## config.mk

```make
export PLATFORM = sky130hd
export DESIGN_NAME = flash_cmd_reg
export DESIGN_NICKNAME = d
export VERILOG_FILES = /design/src/rtl/flash_cmd_pkg.sv /design/src/rtl/fc_wr_gate.sv /design/src/rtl/fc_cmd_select.sv /design/src/rtl/fc_rd_pack.sv /design/src/rtl/flash_cmd_reg.sv
export SDC_FILE = /design/constraint.sdc
export NUM_CORES = 1
export LEC_CHECK = 0
export CORE_ASPECT_RATIO = 0.5
export CORE_MARGIN = 8
export CORE_UTILIZATION = 38
export CTS_CLUSTER_SIZE = 12
export DETAILED_ROUTE_END_ITERATION = 10
export PLACE_DENSITY = 0.93
export SETUP_SLACK_MARGIN = 0.02
export SLEW_MARGIN = 20
export SYNTH_ARGS = -nofsm -noshare
export SYNTH_HDL_FRONTEND = slang
export SYNTH_SLANG_ARGS = --single-unit
export TNS_END_PERCENT = 100
```

## constraint.sdc

```tcl
create_clock -name clk -period 3.9 [get_ports clk]
set_clock_uncertainty 0.1 [all_clocks]
set_input_delay 1.17 -clock clk [delete_from_list [all_inputs] [get_ports clk]]
set_output_delay 1.17 -clock clk [all_outputs]
set_load 0.05 [all_outputs]
```

## src/rtl/flash_cmd_pkg.sv

```systemverilog
package flash_cmd_pkg;

    typedef enum logic [1:0] {
        OP_PROG = 2'd0,
        OP_PAGE = 2'd1,
        OP_MASS = 2'd2
    } fop_e;

    localparam int B_WR    = 0;
    localparam int B_ME    = 1;
    localparam int B_PE    = 2;
    localparam int B_W32   = 4;
    localparam int B_EC_LO = 8;
    localparam int EC_W    = 8;
    localparam int B_BUSY  = 16;
    localparam int B_LVE   = 25;
    localparam int B_UL_LO = 28;
    localparam int UL_W    = 4;

    typedef struct packed {
        logic             wr;
        logic             me;
        logic             pe;
        logic             w32;
        logic [EC_W-1:0]  ec;
        logic             lve;
        logic [UL_W-1:0]  ul;
        logic             busy;
        logic             start;
        fop_e             op;
        logic             err;
    } ctrl_t;

endpackage

```

## src/rtl/fc_wr_gate.sv

```systemverilog
module fc_wr_gate #(
    parameter int              AW        = 4,
    parameter logic [AW-1:0]   CTRL_ADDR = '0,
    parameter logic [AW-1:0]   INTR_ADDR = '1
) (
    input  logic          bus_we,
    input  logic [AW-1:0] bus_addr,
    input  logic          blocked,
    output logic          wr_pass,
    output logic          ctrl_wr
);
    logic is_intr;
    logic is_ctrl;

    always_comb begin
        is_intr = (bus_addr == INTR_ADDR);
        is_ctrl = (bus_addr == CTRL_ADDR);
        wr_pass = bus_we && (!blocked || is_intr);
        ctrl_wr = wr_pass && is_ctrl;
    end
endmodule

```

## src/rtl/fc_cmd_select.sv

```systemverilog
module fc_cmd_select
    import flash_cmd_pkg::*;
#(
    parameter logic [UL_W-1:0] UNLOCK_KEY = 4'd2,
    parameter logic [EC_W-1:0] PAGE_KEY   = 8'h55,
    parameter logic [EC_W-1:0] MASS_KEY   = 8'hAA
) (
    input  logic            wr,
    input  logic            pe,
    input  logic            me,
    input  logic [EC_W-1:0] ec,
    input  logic [UL_W-1:0] ul,
    input  logic            dbg_en,
    output logic            any,
    output fop_e            op,
    output logic            ok
);
    logic unlocked;

    always_comb begin
        unlocked = (ul == UNLOCK_KEY);
        any      = wr | pe | me;
        op       = OP_PROG;
        ok       = 1'b0;
        if (me) begin
            op = OP_MASS;
            ok = unlocked && (ec == MASS_KEY) && dbg_en;
        end else if (pe) begin
            op = OP_PAGE;
            ok = unlocked && (ec == PAGE_KEY);
        end else if (wr) begin
            op = OP_PROG;
            ok = unlocked;
        end
    end
endmodule

```

## src/rtl/fc_rd_pack.sv

```systemverilog
module fc_rd_pack
    import flash_cmd_pkg::*;
(
    input  ctrl_t       st,
    output logic [31:0] rdata
);
    always_comb begin
        rdata                        = '0;
        rdata[B_WR]                  = st.wr;
        rdata[B_ME]                  = st.me;
        rdata[B_PE]                  = st.pe;
        rdata[B_W32]                 = st.w32;
        rdata[B_EC_LO +: EC_W]       = st.ec;
        rdata[B_BUSY]                = st.busy;
        rdata[B_LVE]                 = st.lve;
        rdata[B_UL_LO +: UL_W]       = st.ul;
    end
endmodule

```

## src/rtl/flash_cmd_reg.sv

```systemverilog
module flash_cmd_reg
    import flash_cmd_pkg::*;
#(
    parameter int              AW         = 4,
    parameter logic [AW-1:0]   CTRL_ADDR  = 4'h2,
    parameter logic [AW-1:0]   INTR_ADDR  = 4'h9,
    parameter logic [3:0]      UNLOCK_KEY = 4'd2,
    parameter logic [7:0]      PAGE_KEY   = 8'h55,
    parameter logic [7:0]      MASS_KEY   = 8'hAA
) (
    input  logic          clk,
    input  logic          rst_n,
    input  logic          bus_we,
    input  logic [AW-1:0] bus_addr,
    input  logic [31:0]   bus_wdata,
    output logic [31:0]   ctrl_rdata,
    output logic          wr_pass,
    input  logic          dbg_en,
    output logic          mac_start,
    output logic [1:0]    mac_op,
    output logic          mac_w32,
    input  logic          mac_done,
    output logic          lv_en,
    output logic          acc_err
);
    ctrl_t q, d;
    logic  cmd_any, cmd_ok, ctrl_wr, blocked;
    fop_e  sel_op;

    assign blocked = q.busy | cmd_any;

    fc_wr_gate #(
        .AW(AW), .CTRL_ADDR(CTRL_ADDR), .INTR_ADDR(INTR_ADDR)
    ) u_gate (
        .bus_we(bus_we), .bus_addr(bus_addr), .blocked(blocked),
        .wr_pass(wr_pass), .ctrl_wr(ctrl_wr)
    );

    fc_cmd_select #(
        .UNLOCK_KEY(UNLOCK_KEY), .PAGE_KEY(PAGE_KEY), .MASS_KEY(MASS_KEY)
    ) u_sel (
        .wr(q.wr), .pe(q.pe), .me(q.me), .ec(q.ec), .ul(q.ul),
        .dbg_en(dbg_en), .any(cmd_any), .op(sel_op), .ok(cmd_ok)
    );

    fc_rd_pack u_pack (
        .st(q), .rdata(ctrl_rdata)
    );

    always_comb begin
        d       = q;
        d.start = 1'b0;
        if (q.busy) begin
            if (mac_done) begin
                d.busy = 1'b0;
                d.wr   = 1'b0;
                d.me   = 1'b0;
                d.pe   = 1'b0;
                d.ec   = '0;
                d.ul   = '0;
            end
        end else if (cmd_any) begin
            if (cmd_ok) begin
                d.busy  = 1'b1;
                d.start = 1'b1;
                d.op    = sel_op;
            end else begin
                d.wr  = 1'b0;
                d.me  = 1'b0;
                d.pe  = 1'b0;
                d.err = 1'b1;
            end
        end else if (ctrl_wr) begin
            d.wr  = bus_wdata[B_WR];
            d.me  = bus_wdata[B_ME];
            d.pe  = bus_wdata[B_PE];
            d.w32 = bus_wdata[B_W32];
            d.ec  = bus_wdata[B_EC_LO +: EC_W];
            d.lve = bus_wdata[B_LVE];
            d.ul  = bus_wdata[B_UL_LO +: UL_W];
        end
    end

    always_ff @(posedge clk or negedge rst_n) begin
        if (!rst_n) begin
            q <= '{wr: 1'b0, me: 1'b0, pe: 1'b0, w32: 1'b0, ec: '0, lve: 1'b0,
                   ul: '0, busy: 1'b0, start: 1'b0, op: OP_PROG, err: 1'b0};
        end else begin
            q <= d;
        end
    end

    assign mac_start = q.start;
    assign mac_op    = q.op;
    assign mac_w32   = q.w32;
    assign lv_en     = q.lve;
    assign acc_err   = q.err;

endmodule

```

======== After elaboration in Yosys (flattened, before gate mapping) ========
Cells that the tools add are included.
storage, ports and cells
  bits in latches ......................... 0
  input bits .............................. 41
  memories ................................ 0
  memory bits (read-only) ................. 0
  register bits ........................... 22
  output and inout port bits .............. 39
  memory bits (writable) .................. 0
  logic and storage cells ................. 58
cells by class
  bitwise operators ....................... 6
  add/subtract/negate cells ............... 0
  reduce and logical (&&, ||, !) cells .... 14
  muxes and demuxes ....................... 19
  div/mod/pow operators ................... 0
  shift operators ......................... 0
  equal/unequal tests ..................... 8
  order comparisons ....................... 0
  multipliers ............................. 0
operator list
  kind                number
  $mux 17             1
  $mux 8              2
  $mux 5              3
  $reduce_and 3->1    5
  $mux 13             1
  $mux 3              4
  $eq 4x2->1 const B  2
  $eq 8x7->1 const B  1
  $eq 8x8->1 const B  1
  $mux 4              2
  $logic_and 1x1->1   5
  $mux 1              5
  $eq 4x4->1 const B  1
  $ne 2x2->1 const B  2
  $ne 3x3->1 const B  1
  $not 1->1           3
  $or 1x1->1          3
  $reduce_bool 3->1   1
  $mux 2              1
  $reduce_bool 2->1   1
  $logic_not 1->1     1
  $logic_or 1x1->1    1

======== Logic depth before layout (Yosys ltp) ========
  word-level depth ........................ 10
  gate-level depth with buffers ........... 6
  depth with buffers taken out ............ 4

======== Cells and area by module ========
Synthesis repeated with hierarchy kept, for this count alone.
second synthesis, totals
  cells, all modules ...................... 133
  area, all modules ....................... 1331.3 um^2
by module, submodules not included
  module         area each (um^2)  cells an instance  sequential area each (um^2)  times used
  flash_cmd_reg  957.2             83                 550.5                        1
  fc_rd_pack     244.0             33                 0.0                          1
  fc_cmd_select  95.1              13                 0.0                          1
  fc_wr_gate     35.0              4                  0.0                          1

======== Worst setup path before layout ========
No wires, ideal clock.
  kind .................................... input-to-output
  from .................................... in bus_addr[1]
  to ...................................... out wr_pass
  cell stages on the path ................. 2
  data required time ...................... 2.630 ns
  buffers on the path ..................... 0
  setup slack ............................. -0.175 ns
  data arrival time ....................... 2.805 ns
  cells stage by stage .................... or4bb_1 a21boi_0
on the way
  cells in the longest elaborated chain, start to end .. 3
ends and longest elaborated chain
  what                RTL line             RTL
  start: declaration  flash_cmd_reg.sv:14  input logic [AW-1:0] bus_addr,
  $eq 4x4->1          fc_wr_gate.sv:16     is_intr = (bus_addr == INTR_ADDR);
  $logic_or 1x1->1    fc_wr_gate.sv:18     wr_pass = bus_we && (!blocked || is_intr);
  $logic_and 1x1->1   fc_wr_gate.sv:18
  end: declaration    flash_cmd_reg.sv:17  output logic wr_pass,
No other way between the ends.

======== Worst setup path in the final report ========
  from .................................... in bus_addr[3]
  to ...................................... out wr_pass
Same word-level chain as after synthesis.

==> results_dict.tcl <==
set metrics [dict create \
    cp_max_fo 2 \
    wl_per_cell_um 15.7 \
    utilization_pct 56.6 \
    hold_path_class "register to register" \
    outcome "completed" \
    die_height_um 55.7 \
    synth-edff-count 0 \
    finalMaxSlewViolations 0 \
    critPathCaptureType "output pin" \
    dp_hpwl_um 2520 \
    grt_use_total_pct 12.2 \
    cp_slowest_cell "or4bb_1" \
    synthTopCellsByArea "dfrtp_1 46%, buf_4 13%, nand2_1 8.2%" \
    htreeDepth 1 \
    dieWidth_um 95.3 \
    cp-start-kind "input pin" \
    setup_violations 0 \
    cts-root-buf "clkbuf_8" \
    p_int_uw 663 \
    synth_ff_type "dfrtp_1" \
    yosysMostFrequentCell "nand2_1" \
    synth_top_cell_by_area "dfrtp_1" \
    grt_max_degree 23 \
    grt_pass1_wl_um 5180 \
    min_path_cells 2 \
    p_sw_uw 667 \
    drc 0 \
    viasPerCell 4.88 \
    pwr-share-comb_pct 58.8 \
    die_area_sq_um 5310 \
    first_pass_iters 6 \
    overflow 0 \
    pin_count 80 \
    r2r_cells 4 \
    worst_pin_slew_ns 0.757 \
    layout-drive-gt1-share_pct 8.93 \
    hold_end "acc_err$_DFFE_PN0P_" \
    clkPwrFrac_pct 12.0 \
    p_sw_share_pct 50.1 \
    grt_pass1_vias 1063 \
    port_buffers 50 \
    synthArstFlopShare_pct 100 \
    crit_type "input pin to output pin" \
    cts_hold_buf 0 \
    static-leakage-power_nw 0.712 \
    fmax_ghz 0.262 \
    place_area_sq_um 1650 \
    finalCritPeriodShare_pct 97.9 \
    cts.sinks 22 \
    r2r_slack_ns 1.51 \
    yosys-top-cells-count "26 x nand2_1, 22 x dfrtp_1, 21 x buf_4, 14 x o21ai_0" \
    worstPathArrival_ns 2.55 \
    fillers 241 \
    r2r-start "q[21]$_DFFE_PN0P_" \
    synth_top_area_share_pct 46.0 \
    routed_wl_um 3260 \
    rsz0062_at_grt "no" \
    place.gp.congestion 0.801 \
    crit_required_ns 2.63 \
    antenna_found_initial 0 \
    synth-seq-cells 22 \
    rows 14 \
    crit_chain "clkdlybuf4s50_1 -> or4bb_1 -> a21boi_1 -> buf_12" \
    synth_cells 123 \
    start_util_pct 39.9 \
    synth_cell_type_count 29 \
    cts_buffer_depth 2 \
    clk_pin_slew_ns 0.08 \
    cts_resized 0 \
    yosys_warnings 0 \
    hold_slack_ns 0.399 \
    hold_violations 0 \
    drtAntennaViolNets 0 \
    fin_tns_setup_ns 0 \
    ys_seq_area_share_pct 46.0 \
    cap_violations 0 \
    clk_latency_ns 0.26 \
    vias 1016 \
    cts_tree "built" \
    area_delta_synth_final_pct 41.8 \
    min_from "acc_err$_DFFE_PN0P_" \
    diodes 0 \
    numCtsBuffers 3 \
    seq_power_share_pct 29.2 \
    period_minus_slack_ns 3.82 \
    netlist_area_sq_um 1200 \
    rr_endpoint "q[11]$_DFFE_PN0P_" \
    nNetsFinal 210 \
    coreArea_sq_um 3000 \
    p_per_area_nw_per_um2 784 \
    dr.first_iter.drc_count 42 \
    vdd_drop_max_v 0.000270 \
    worstSetupStartpoint "bus_addr[3]" \
    slowest_delay_ns 0.47 \
    synth.avg_cell_area_sq_um 9.72 \
    postCtsSetupRepairBufs 0 \
    final_cell_area_sq_um 1700 \
    relSlewSlack_pct 49.3 \
]
-- per-stage QoR --
| step | setup slack, ns | total power [mW] | cells |
|---|---|---|---|
| finish | 0.0805 | 1.33 | 208 |
| detailed placement | 0.0843 | 1.17 | 204 |
| CTS | 0.0843 | 1.34 | 208 |
| global route | 0.0278 | 1.38 | 208 |
| global placement | 0.116 | 1.15 | 204 |
| floorplan | 0.191 | 0.927 | 136 |
-- worst max-delay path by stage --
| stage | endpoint | slack [ns] | cells after the start |
|---|---|---|---|
| finish | wr_pass | 0.08 | 4 |
| global placement | wr_pass | 0.12 | 4 |
| global route | wr_pass | 0.03 | 4 |
| floorplan | wr_pass | 0.19 | 2 |
| detailed placement | wr_pass | 0.08 | 4 |
| CTS | wr_pass | 0.08 | 4 |
-- sequential cells by signal, summed over array words and instances, names as in the netlist --
signal,count
mac_start,1
mac_op,2
acc_err,1
mac_w32,1
lv_en,1
q,16
-- area by class of cell --
class	count	area (sq um)	share of cell area [%]
Sequential cell	22	551	32.4
Tap cell	40	50.0	2.95
Multi-Input combinational cell	87	513	30.2
Inverter	4	15.0	0.885
Timing Repair Buffer	51	513	30.2
Clock buffer	4	55.1	3.24
-- layer usage --
layer,up-vias,GRT usage (%),routed length (um)
met4,0,5.95,47
met1,492,13.0,1290
met5,-,0,0
met2,35,21.7,1760
li1,485,-,-
met3,4,2.96,158
-- layout by cell type, fill, tap and decap left out, drive strengths merged, types with 2 or more instances in the layout --
cell type,count
clkdlybuf4s50,48
nand2,26
dfrtp,22
o21ai,17
conb,14
nor4bb,4
inv,4
clkbuf,4
a32oi,3
mux2,3
nor3,3
buf,3
nor2,2
nand2b,2
a21oi,2
-- critical path, delay by kind of cell --
kind	cells	cell delay, ns
buffers and inverters	2	0.64
AND/OR/NAND/NOR	1	0.47
AO/OA/AOI/OAI	1	0.27
-- power groups by stage --
stage                     clock (mW)  combinational, mW  sequential, mW
after CTS                      0.165              0.787           0.385
after global placement             0              0.770           0.379
final                          0.160              0.782           0.388
after floorplan                    0              0.324           0.603
after global routing           0.171              0.815           0.398
after detailed placement           0              0.783           0.385
-- kinds of logic (layout without fill, tap and decap cells) --
group | Yosys count | after routing | share of synthesized area [%]
AND/OR/NAND/NOR | 44 | 44 | 20.5
buffers and inverters | 27 | 59 | 15.2
AO/OA/AOI/OAI | 26 | 26 | 15.2
flip-flops | 22 | 22 | 46.0
multiplexers | 3 | 3 | 2.82
other | 1 | 14 | 0.314
No activity file was read; power rests on OpenSTA's default activity.
